[config.mk]
export PLATFORM = sky130hd
export DESIGN_NAME = ctx_tlb
export DESIGN_NICKNAME = d
export VERILOG_FILES = /design/src/rtl/ctx_tlb_pkg.sv /design/src/rtl/ctx_tlb_cam.sv /design/src/rtl/ctx_tlb_victim.sv /design/src/rtl/ctx_tlb.sv
export SDC_FILE = /design/constraint.sdc
export NUM_CORES = 2
export LEC_CHECK = 0
export BUFFER_PORTS_ARGS = -buffer_cell sky130_fd_sc_hd__buf_4
export CAP_MARGIN = 10
export CORE_ASPECT_RATIO = 0.6
export CORE_MARGIN = 2
export CORE_UTILIZATION = 40
export CTS_CLUSTER_DIAMETER = 200
export CTS_CLUSTER_SIZE = 28
export DETAILED_ROUTE_END_ITERATION = 6
export PLACE_DENSITY_LB_ADDON = 0.15
export SLEW_MARGIN = 20
export SYNTH_ARGS = -nofsm -noshare
export SYNTH_HDL_FRONTEND = slang
export SYNTH_HIERARCHICAL = 1
export SYNTH_SLANG_ARGS = --single-unit
[constraint.sdc]
create_clock -name clk -period 4.05 [get_ports clk]
set_input_delay 0.2025 -clock clk [delete_from_list [all_inputs] [get_ports clk]]
set_output_delay 0.2025 -clock clk [all_outputs]
set_load 0.02 [all_outputs]
[src/rtl/ctx_tlb_pkg.sv]
package ctx_tlb_pkg;
    localparam int VPN_W  = 20;
    localparam int PFN_W  = 20;
    localparam int CTX_W  = 4;
    localparam int PERM_W = 3;

    typedef logic [VPN_W-1:0]  vpn_t;
    typedef logic [PFN_W-1:0]  pfn_t;
    typedef logic [CTX_W-1:0]  ctx_t;
    typedef logic [PERM_W-1:0] perm_t;

    typedef enum logic [2:0] {
        MT_NONE      = 3'd0,
        MT_ROOT      = 3'd1,
        MT_INV_PAGE  = 3'd2,
        MT_FLUSH_ALL = 3'd3,
        MT_FLUSH_CTX = 3'd4
    } mt_op_e;

    typedef struct packed {
        logic  valid;
        logic  dirty;
        logic  accessed;
        ctx_t  ctx;
        vpn_t  vpn;
        pfn_t  pfn;
        perm_t perm;
    } tlb_entry_t;

    function automatic logic tag_match(tlb_entry_t e, vpn_t v, ctx_t c);
        return e.valid && (e.vpn == v) && (e.ctx == c);
    endfunction

    // Decide whether a maintenance command removes an entry.
    function automatic logic kill_entry(mt_op_e op, logic tagging, tlb_entry_t e,
                                        vpn_t v, ctx_t c);
        case (op)
            MT_ROOT:      return !tagging;
            MT_INV_PAGE:  return e.vpn == v;
            MT_FLUSH_ALL: return 1'b1;
            MT_FLUSH_CTX: return e.ctx == c;
            default:      return 1'b0;
        endcase
    endfunction
endpackage

[src/rtl/ctx_tlb_cam.sv]
module ctx_tlb_cam
    import ctx_tlb_pkg::*;
#(
    parameter int N = 16
) (
    input  tlb_entry_t [N-1:0] ents,
    input  vpn_t               key_vpn,
    input  ctx_t               key_ctx,
    output logic [N-1:0]       match_vec
);
    for (genvar g = 0; g < N; g++) begin : g_cmp
        assign match_vec[g] = tag_match(ents[g], key_vpn, key_ctx);
    end
endmodule

[src/rtl/ctx_tlb_victim.sv]
module ctx_tlb_victim #(
    parameter int N = 16
) (
    input  logic                 clk,
    input  logic                 rst,
    input  logic [N-1:0]         valid_vec,
    input  logic [N-1:0]         same_vec,
    input  logic                 take,
    output logic [$clog2(N)-1:0] idx
);
    localparam int IW = $clog2(N);

    logic [IW-1:0] rr_q, same_idx, free_idx;
    logic any_same, any_free, use_rr;

    always_comb begin
        same_idx = '0;
        free_idx = '0;
        for (int i = N - 1; i >= 0; i--) begin
            if (same_vec[i])   same_idx = IW'(i);
            if (!valid_vec[i]) free_idx = IW'(i);
        end
        any_same = |same_vec;
        any_free = ~&valid_vec;
        use_rr   = !any_same && !any_free;
        idx      = any_same ? same_idx : (any_free ? free_idx : rr_q);
    end

    always_ff @(posedge clk) begin
        if (rst) begin
            rr_q <= '0;
        end else if (take && use_rr) begin
            rr_q <= (rr_q == IW'(N - 1)) ? '0 : rr_q + 1'b1;
        end
    end

    // an entry chosen for its matching key must be the valid one holding that key
    assert_same_slot_R5: assert property (@(posedge clk) disable iff (rst)
        (take && any_same) |-> valid_vec[idx]);
endmodule

[src/rtl/ctx_tlb.sv]
module ctx_tlb
    import ctx_tlb_pkg::*;
#(
    parameter int N_ENT = 16
) (
    input  logic              clk,
    input  logic              rst,
    input  logic [VPN_W-1:0]  lk_vpn,
    input  logic              lk_write,
    output logic              lk_hit,
    output logic              lk_need_walk,
    output logic [PFN_W-1:0]  lk_pfn,
    output logic [PERM_W-1:0] lk_perm,
    input  logic              fl_valid,
    input  logic [VPN_W-1:0]  fl_vpn,
    input  logic [PFN_W-1:0]  fl_pfn,
    input  logic [PERM_W-1:0] fl_perm,
    input  logic              fl_dirty,
    input  logic              fl_accessed,
    input  logic [2:0]        mt_op,
    input  logic [VPN_W-1:0]  mt_vpn,
    input  logic [CTX_W-1:0]  mt_ctx,
    input  logic              tag_en,
    output logic [CTX_W-1:0]  cur_ctx
);
    localparam int IDX_W = $clog2(N_ENT);

    tlb_entry_t [N_ENT-1:0] ent_q, ent_d;
    ctx_t                   ctx_q;
    mt_op_e                 op;
    logic [N_ENT-1:0]       vld, lk_match, fl_same;
    logic [IDX_W-1:0]       vic_idx;

    assign op      = mt_op_e'(mt_op);
    assign cur_ctx = ctx_q;

    for (genvar g = 0; g < N_ENT; g++) begin : g_vld
        assign vld[g] = ent_q[g].valid;
    end

    ctx_tlb_cam #(.N(N_ENT)) u_lk_cam (
        .ents(ent_q), .key_vpn(lk_vpn), .key_ctx(ctx_q), .match_vec(lk_match)
    );

    ctx_tlb_cam #(.N(N_ENT)) u_fl_cam (
        .ents(ent_q), .key_vpn(fl_vpn), .key_ctx(ctx_q), .match_vec(fl_same)
    );

    ctx_tlb_victim #(.N(N_ENT)) u_victim (
        .clk(clk), .rst(rst), .valid_vec(vld), .same_vec(fl_same),
        .take(fl_valid), .idx(vic_idx)
    );

    // Next state: fill first, then apply the maintenance kill so it wins.
    always_comb begin
        ent_d = ent_q;
        if (fl_valid) begin
            ent_d[vic_idx] = '{valid: 1'b1, dirty: fl_dirty, accessed: fl_accessed,
                               ctx: ctx_q, vpn: fl_vpn, pfn: fl_pfn, perm: fl_perm};
        end
        for (int i = 0; i < N_ENT; i++) begin
            if (kill_entry(op, tag_en, ent_d[i], mt_vpn, mt_ctx)) ent_d[i].valid = 1'b0;
        end
    end

    always_ff @(posedge clk) begin
        if (rst) begin
            ent_q <= '0;
            ctx_q <= '0;
        end else begin
            ent_q <= ent_d;
            if (op == MT_ROOT) ctx_q <= mt_ctx;
        end
    end

    // Lookup read-out: OR across the (at most one) matching entry.
    pfn_t  sel_pfn;
    perm_t sel_perm;
    logic  sel_dirty, sel_acc, any_match, walk;

    always_comb begin
        sel_pfn   = '0;
        sel_perm  = '0;
        sel_dirty = 1'b0;
        sel_acc   = 1'b0;
        for (int i = 0; i < N_ENT; i++) begin
            if (lk_match[i]) begin
                sel_pfn   = sel_pfn | ent_q[i].pfn;
                sel_perm  = sel_perm | ent_q[i].perm;
                sel_dirty = sel_dirty | ent_q[i].dirty;
                sel_acc   = sel_acc | ent_q[i].accessed;
            end
        end
        any_match    = |lk_match;
        walk         = !sel_acc || (lk_write && !sel_dirty);
        lk_need_walk = any_match && walk;
        lk_hit       = any_match && !walk;
        lk_pfn       = lk_hit ? sel_pfn : '0;
        lk_perm      = lk_hit ? sel_perm : '0;
    end

    // placement never creates a duplicate translation
    assert_unique_match_R5: assert property (@(posedge clk) disable iff (rst)
        $onehot0(lk_match));

    // flush-all empties the buffer
    assert_flush_all_R9: assert property (@(posedge clk) disable iff (rst)
        (op == MT_FLUSH_ALL) |=> (vld == '0));

    // untagged root load empties the buffer and moves the tag
    assert_root_untagged_R6: assert property (@(posedge clk) disable iff (rst)
        (op == MT_ROOT && !tag_en) |=> (vld == '0) && (cur_ctx == $past(mt_ctx)));

    // tagged root load keeps every entry
    assert_root_tagged_R7: assert property (@(posedge clk) disable iff (rst)
        (op == MT_ROOT && tag_en && !fl_valid) |=> (vld == $past(vld)));

    for (genvar g = 0; g < N_ENT; g++) begin : g_chk
        // no entry for the invalidated page survives, even one filled alongside
        assert_page_gone_R8: assert property (@(posedge clk) disable iff (rst)
            (op == MT_INV_PAGE) |=> !(ent_q[g].valid && ent_q[g].vpn == $past(mt_vpn)));
        // no entry of the flushed tag survives
        assert_ctx_gone_R10: assert property (@(posedge clk) disable iff (rst)
            (op == MT_FLUSH_CTX) |=> !(ent_q[g].valid && ent_q[g].ctx == $past(mt_ctx)));
    end
endmodule

==> report_table.html <==
<table>
<tr><th>Metric</th><th>Value</th></tr>
<tr><th colspan="2">Worst setup path</th></tr>
<tr><td>Critical R2R Launch</td><td>cur_ctx[3]$_SDFFE_PP0N_</td></tr>
<tr><td>Worst Setup Start Kind</td><td>flop</td></tr>
<tr><td>Biggest fanout along the worst timing path</td><td>8</td></tr>
<tr><td>Crit Path Category</td><td>reg2reg</td></tr>
<tr><td>Start point of the critical path</td><td>cur_ctx[3]$_SDFFE_PP0N_</td></tr>
<tr><td>Data arrival, critical path</td><td>5.78 ns</td></tr>
<tr><td>Required time of the critical path</td><td>4.62 ns</td></tr>
<tr><td>Kind of capture point of the worst setup path</td><td>flop</td></tr>
<tr><th colspan="2">Power and ir drop</th></tr>
<tr><td>Switch Pwr</td><td>between 5 and 6 mW</td></tr>
<tr><td>Switching share of power</td><td>0.329</td></tr>
<tr><td>Sequential Power Share</td><td>0.502</td></tr>
<tr><td>Power per cell area</td><td>248 nW/µm²</td></tr>
<tr><td>Cell-internal power</td><td>between 10 and 15 mW</td></tr>
<tr><td>Worst voltage drop across the vdd grid</td><td>0.249 mV</td></tr>
<tr><td>Gate power share</td><td>0.207</td></tr>
<tr><td>Clock network power share</td><td>0.291</td></tr>
<tr><td>Leakage</td><td>25.2 nW</td></tr>
<tr><th colspan="2">Place</th></tr>
<tr><td>Worst slack after detailed placement</td><td>-2.26 ns</td></tr>
<tr><td>Buffers added on ports</td><td>125</td></tr>
<tr><td>Post-DP HPWL</td><td>around 210000 µm</td></tr>
<tr><td>Placer's final routability congestion estimate</td><td>1.09</td></tr>
<tr><td>Placed Instances</td><td>8577</td></tr>
<tr><th colspan="2">Clock tree</th></tr>
<tr><td>CTS Root Cell</td><td>clkbuf_16</td></tr>
<tr><td>CTS tree</td><td>built</td></tr>
<tr><td>CTS sink count</td><td>808</td></tr>
<tr><td>Number of levels the H-tree was split into</td><td>2</td></tr>
<tr><td>Number of buffers inserted during clock tree synthesis</td><td>34</td></tr>
<tr><td>Clock transition at the register clock pins on the worst setup and hold paths after CTS</td><td>between 0.15 and 0.2 ns</td></tr>
<tr><td>Clock network latency to the later pin of the worst-skew pair</td><td>0.69 ns</td></tr>
<tr><td>Maximum clock insertion buffer count</td><td>3</td></tr>
<tr><th colspan="2">STA</th></tr>
<tr><td>Worst-margin pin slew</td><td>1.24 ns</td></tr>
<tr><td>Min Clock Period, post-route</td><td>5.21 ns</td></tr>
<tr><td>Number of failing setup endpoints in the final timing report</td><td>825</td></tr>
<tr><td>Maximum clock skew at final layout</td><td>~0.052 ns</td></tr>
<tr><td>Final max-slew violation count</td><td>0</td></tr>
<tr><td>Ratio of final minimum period to clock period</td><td>1.29</td></tr>
<tr><td>Max Fclk</td><td>about 190 MHz</td></tr>
<tr><td>Least setup slack across all paths after layout</td><td>-1.16 ns</td></tr>
<tr><td>Final-layout worst hold slack</td><td>0.0221 ns</td></tr>
<tr><td>Unrepaired setup endpoints after global routing</td><td>yes</td></tr>
<tr><td>Final Hold Viols</td><td>0</td></tr>
<tr><td>Worst max-slew margin expressed relative to the limit</td><td>0.169</td></tr>
<tr><th colspan="2">Yosys</th></tr>
<tr><td>Sequential-to-total area share from yosys stat</td><td>0.340</td></tr>
<tr><td>Area share of the largest cell type after synthesis</td><td>0.340</td></tr>
<tr><td>EDFF count, synth</td><td>0</td></tr>
<tr><td>Cell type with the highest aggregate area in the netlist</td><td>dfxtp_1</td></tr>
<tr><td>Count of state elements after synthesis</td><td>808</td></tr>
<tr><td>Largest cells by area after synthesis</td><td>dfxtp_1 34%, xor2_1 9.8%, nand2_1 8.7%</td></tr>
<tr><td>Cell area after synthesis</td><td>47500 µm²</td></tr>
<tr><td>Number of instances in the synthesized netlist</td><td>6083</td></tr>
<tr><td>Async set or reset register ratio after synthesis</td><td>0</td></tr>
<tr><td>Syn_nets</td><td>6181</td></tr>
<tr><td>Dominant register cell in the synthesized netlist</td><td>dfxtp_1</td></tr>
<tr><td>Mean area per synthesized cell</td><td>7.81 µm²</td></tr>
<tr><td>Number of distinct library cells after synthesis</td><td>86</td></tr>
<tr><td>Number of warnings printed during yosys synthesis</td><td>6</td></tr>
<tr><th colspan="2">Global route</th></tr>
<tr><td>Pin count of the biggest net entering global routing</td><td>183</td></tr>
<tr><td>Via count of the first global-routing pass</td><td>49776</td></tr>
<tr><td>Overflow left after global routing</td><td>0</td></tr>
<tr><td>Global-route wire length before repair</td><td>403000 µm</td></tr>
<tr><td>Aggregate global-route resource usage</td><td>0.468</td></tr>
<tr><td>Number of antenna violations at the first check in global routing</td><td>22</td></tr>
<tr><th colspan="2">Final layout</th></tr>
<tr><td>Final standard cell count with taps included and fillers excluded</td><td>8773</td></tr>
<tr><td>Sequential cell area in the final layout</td><td>16200 µm²</td></tr>
<tr><td>Number of nets in the layout</td><td>7271</td></tr>
<tr><td>Layout overhead on the synthesized area</td><td>35.6%</td></tr>
<tr><td>Fillers</td><td>roughly 11000</td></tr>
<tr><td>Layout Utilization</td><td>0.550</td></tr>
<tr><td>Multi-input gate area</td><td>30200 µm²</td></tr>
<tr><td>Ratio of cells with drive above 1 in the final layout</td><td>0.271</td></tr>
<tr><th colspan="2">Route</th></tr>
<tr><td>Vias post-DR</td><td>55545</td></tr>
<tr><td>Initial DRC count</td><td>9689</td></tr>
<tr><td>Sum of routed wire length over all layers</td><td>299000 µm</td></tr>
<tr><td>Length of the first detailed-routing pass in iterations</td><td>7</td></tr>
<tr><td>DRC viols</td><td>5</td></tr>
<tr><td>Antenna-violating nets left</td><td>0</td></tr>
<tr><td>Post-DR wirelength/cell</td><td>34.0 µm</td></tr>
<tr><td>Ratio of routed vias to standard cells</td><td>6.33</td></tr>
<tr><th colspan="2">Job</th></tr>
<tr><td>Max Cap Viol</td><td>0</td></tr>
<tr><th colspan="2">Floorplanning</th></tr>
<tr><td>Top-Level Pins</td><td>126</td></tr>
<tr><td>Area enclosed by the die boundary</td><td>about 120000 µm²</td></tr>
<tr><td>Overall die width</td><td>449 µm</td></tr>
<tr><td>Die height</td><td>271 µm</td></tr>
<tr><td>Core area</td><td>117000 µm²</td></tr>
<tr><td>Standard-cell row count</td><td>97</td></tr>
<tr><td>Initial Util</td><td>0.405</td></tr>
<tr><th colspan="2">Hold path</th></tr>
<tr><td>Min-Delay Path Class</td><td>in2reg</td></tr>
<tr><td>Hold wc startpoint</td><td>fl_vpn[3]</td></tr>
<tr><th colspan="2">Outcome</th></tr>
<tr><td>Result of the run</td><td>finished, violations left</td></tr>
<tr><td>Violated checks</td><td>design-rule violations, negative setup slack</td></tr>
</table>
==> what timing repair did <==
item / in CTS / in global routing
endpoints found under the hold margin: 448 / 0
pin swaps: 43 / 78
setup buffers: 46 / 63
hold buffers: 37 / 0
gates cloned: 6 / 5
setup endpoints to repair: 824 / 825
resized for setup: 224 / 245
==> cells in the final DEF, fill, tap and decap left out, drive strengths merged, types with 69 or more instances in the layout <==
master	count
buf	1591
nand2	1113
dfxtp	808
a21oi	805
xor2	534
xnor2	408
nand3	265
nor4	186
nor2	170
o21ai	154
a22oi	142
nand4	118
mux2i	109
and3	95
nor3	69
==> critical path: stages, from the launching register on <==
cell and delay [ns]:
dfxtp_4 0.50, buf_8 0.17, xnor2_2 0.11, nand4_1 0.27
nor4_4 0.79, buf_4 0.24, nor2_2 0.04, o31a_1 0.28
o31ai_2 0.20, a211oi_2 0.11, o32ai_2 0.34, buf_6 0.21
buf_4 0.12, buf_6 0.12, buf_4 0.12, nor2b_4 0.05
buf_12 0.13, clkbuf_16 0.18, nand3_2 0.11, a21oi_1 0.11
a2111o_1 0.45, nor4_4 0.18, buf_4 0.15, a31oi_1 0.08
==> per-stage QoR <==
stage               instance area, µm²  TNS, ns  power [mW]
floorplan                        47600        0        9.50
global placement                 59700  -785.06        11.1
detailed placement               59700  -782.70        11.0
CTS                              62700  -359.22        15.7
global route                     64400  -441.46        16.2
finish                           64400  -492.08        16.0
==> metal layers <==
metal	GRT usage	routed length [µm]	vias up
li1	-	-	23259
met1	0.667	124000	26920
met2	0.599	108000	4485
met3	0.206	50900	857
met4	0.187	15700	24
met5	0	184	-
==> layout make-up <==
cell class | instances | area share
clock buffers | 37 | 0.0137
flip-flops and latches | 808 | 0.251
diodes | 12 | 0.000466
repair buffers | 1636 | 0.231
multi-input cells | 4644 | 0.469
inverters | 49 | 0.00285
clock inverters | 3 | 0.000971
well taps | 1584 | 0.0308
==> power by group through the flow <==
| stage | Sequential (mW) | Combinational [mW] | Clock (mW) |
|---|---|---|---|
| floorplan | 8.22 | 1.29 | 0 |
| global placement | 8.21 | 2.86 | 0 |
| detailed placement | 8.21 | 2.83 | 0 |
| CTS | 8.03 | 2.99 | 4.64 |
| global route | 8.04 | 3.28 | 4.86 |
| finish | 8.04 | 3.32 | 4.65 |
==> Yosys cell counts, types with 13 or more instances <==
cell type	n
nand2b_1	45
buf_6	56
a22o_1	35
buf_4	35
nand4_1	118
buf_1	36
o221ai_1	16
a2111oi_0	19
mux2i_1	109
a221oi_1	46
nor3_1	68
o21a_1	40
o2111ai_1	14
dfxtp_1	808
or4_1	31
o21ai_1	26
and3_1	95
nor4_2	29
buf_2	83
o2bb2ai_1	13
clkbuf_1	369
a31oi_1	19
nand3_1	263
a21oi_1	805
o21ai_0	125
nor2_1	160
a22oi_1	142
xor2_1	534
xnor2_1	408
and3b_1	13
nor4_1	156
o22ai_1	16
inv_1	45
nor2b_1	17
nand2_1	1106
==> sequential cells by signal (all words and copies together) (netlist names) <==
signal and cells:
cur_ctx 4, u_victim/rr_q 4, ent_q 800
==> worst paths after layout <==
path	endpoint	cells after the start	slack, ns
setup / recovery	ent_q[49]$_SDFFE_PP0P_	23	-1.16
hold / removal	ent_q[476]$_SDFF_PP0_	4	0.02
setup reg to reg	ent_q[49]$_SDFFE_PP0P_	23	-1.16
hold reg to reg	ent_q[750]$_SDFFE_PP0P_	2	0.46
==> kinds of logic (layout without fill, tap and decap cells) <==
family	Yosys count	count (layout)	synth area share
other cells	0	12	0
simple gates	2170	2170	0.219
compound gates	1421	1421	0.179
fa+ha+maj	1	1	0.000263
mux	110	110	0.0232
buf+inv	631	1725	0.0643
xor+xnor	942	942	0.174
flops	808	808	0.340
Power figures use the tool's default switching activity.
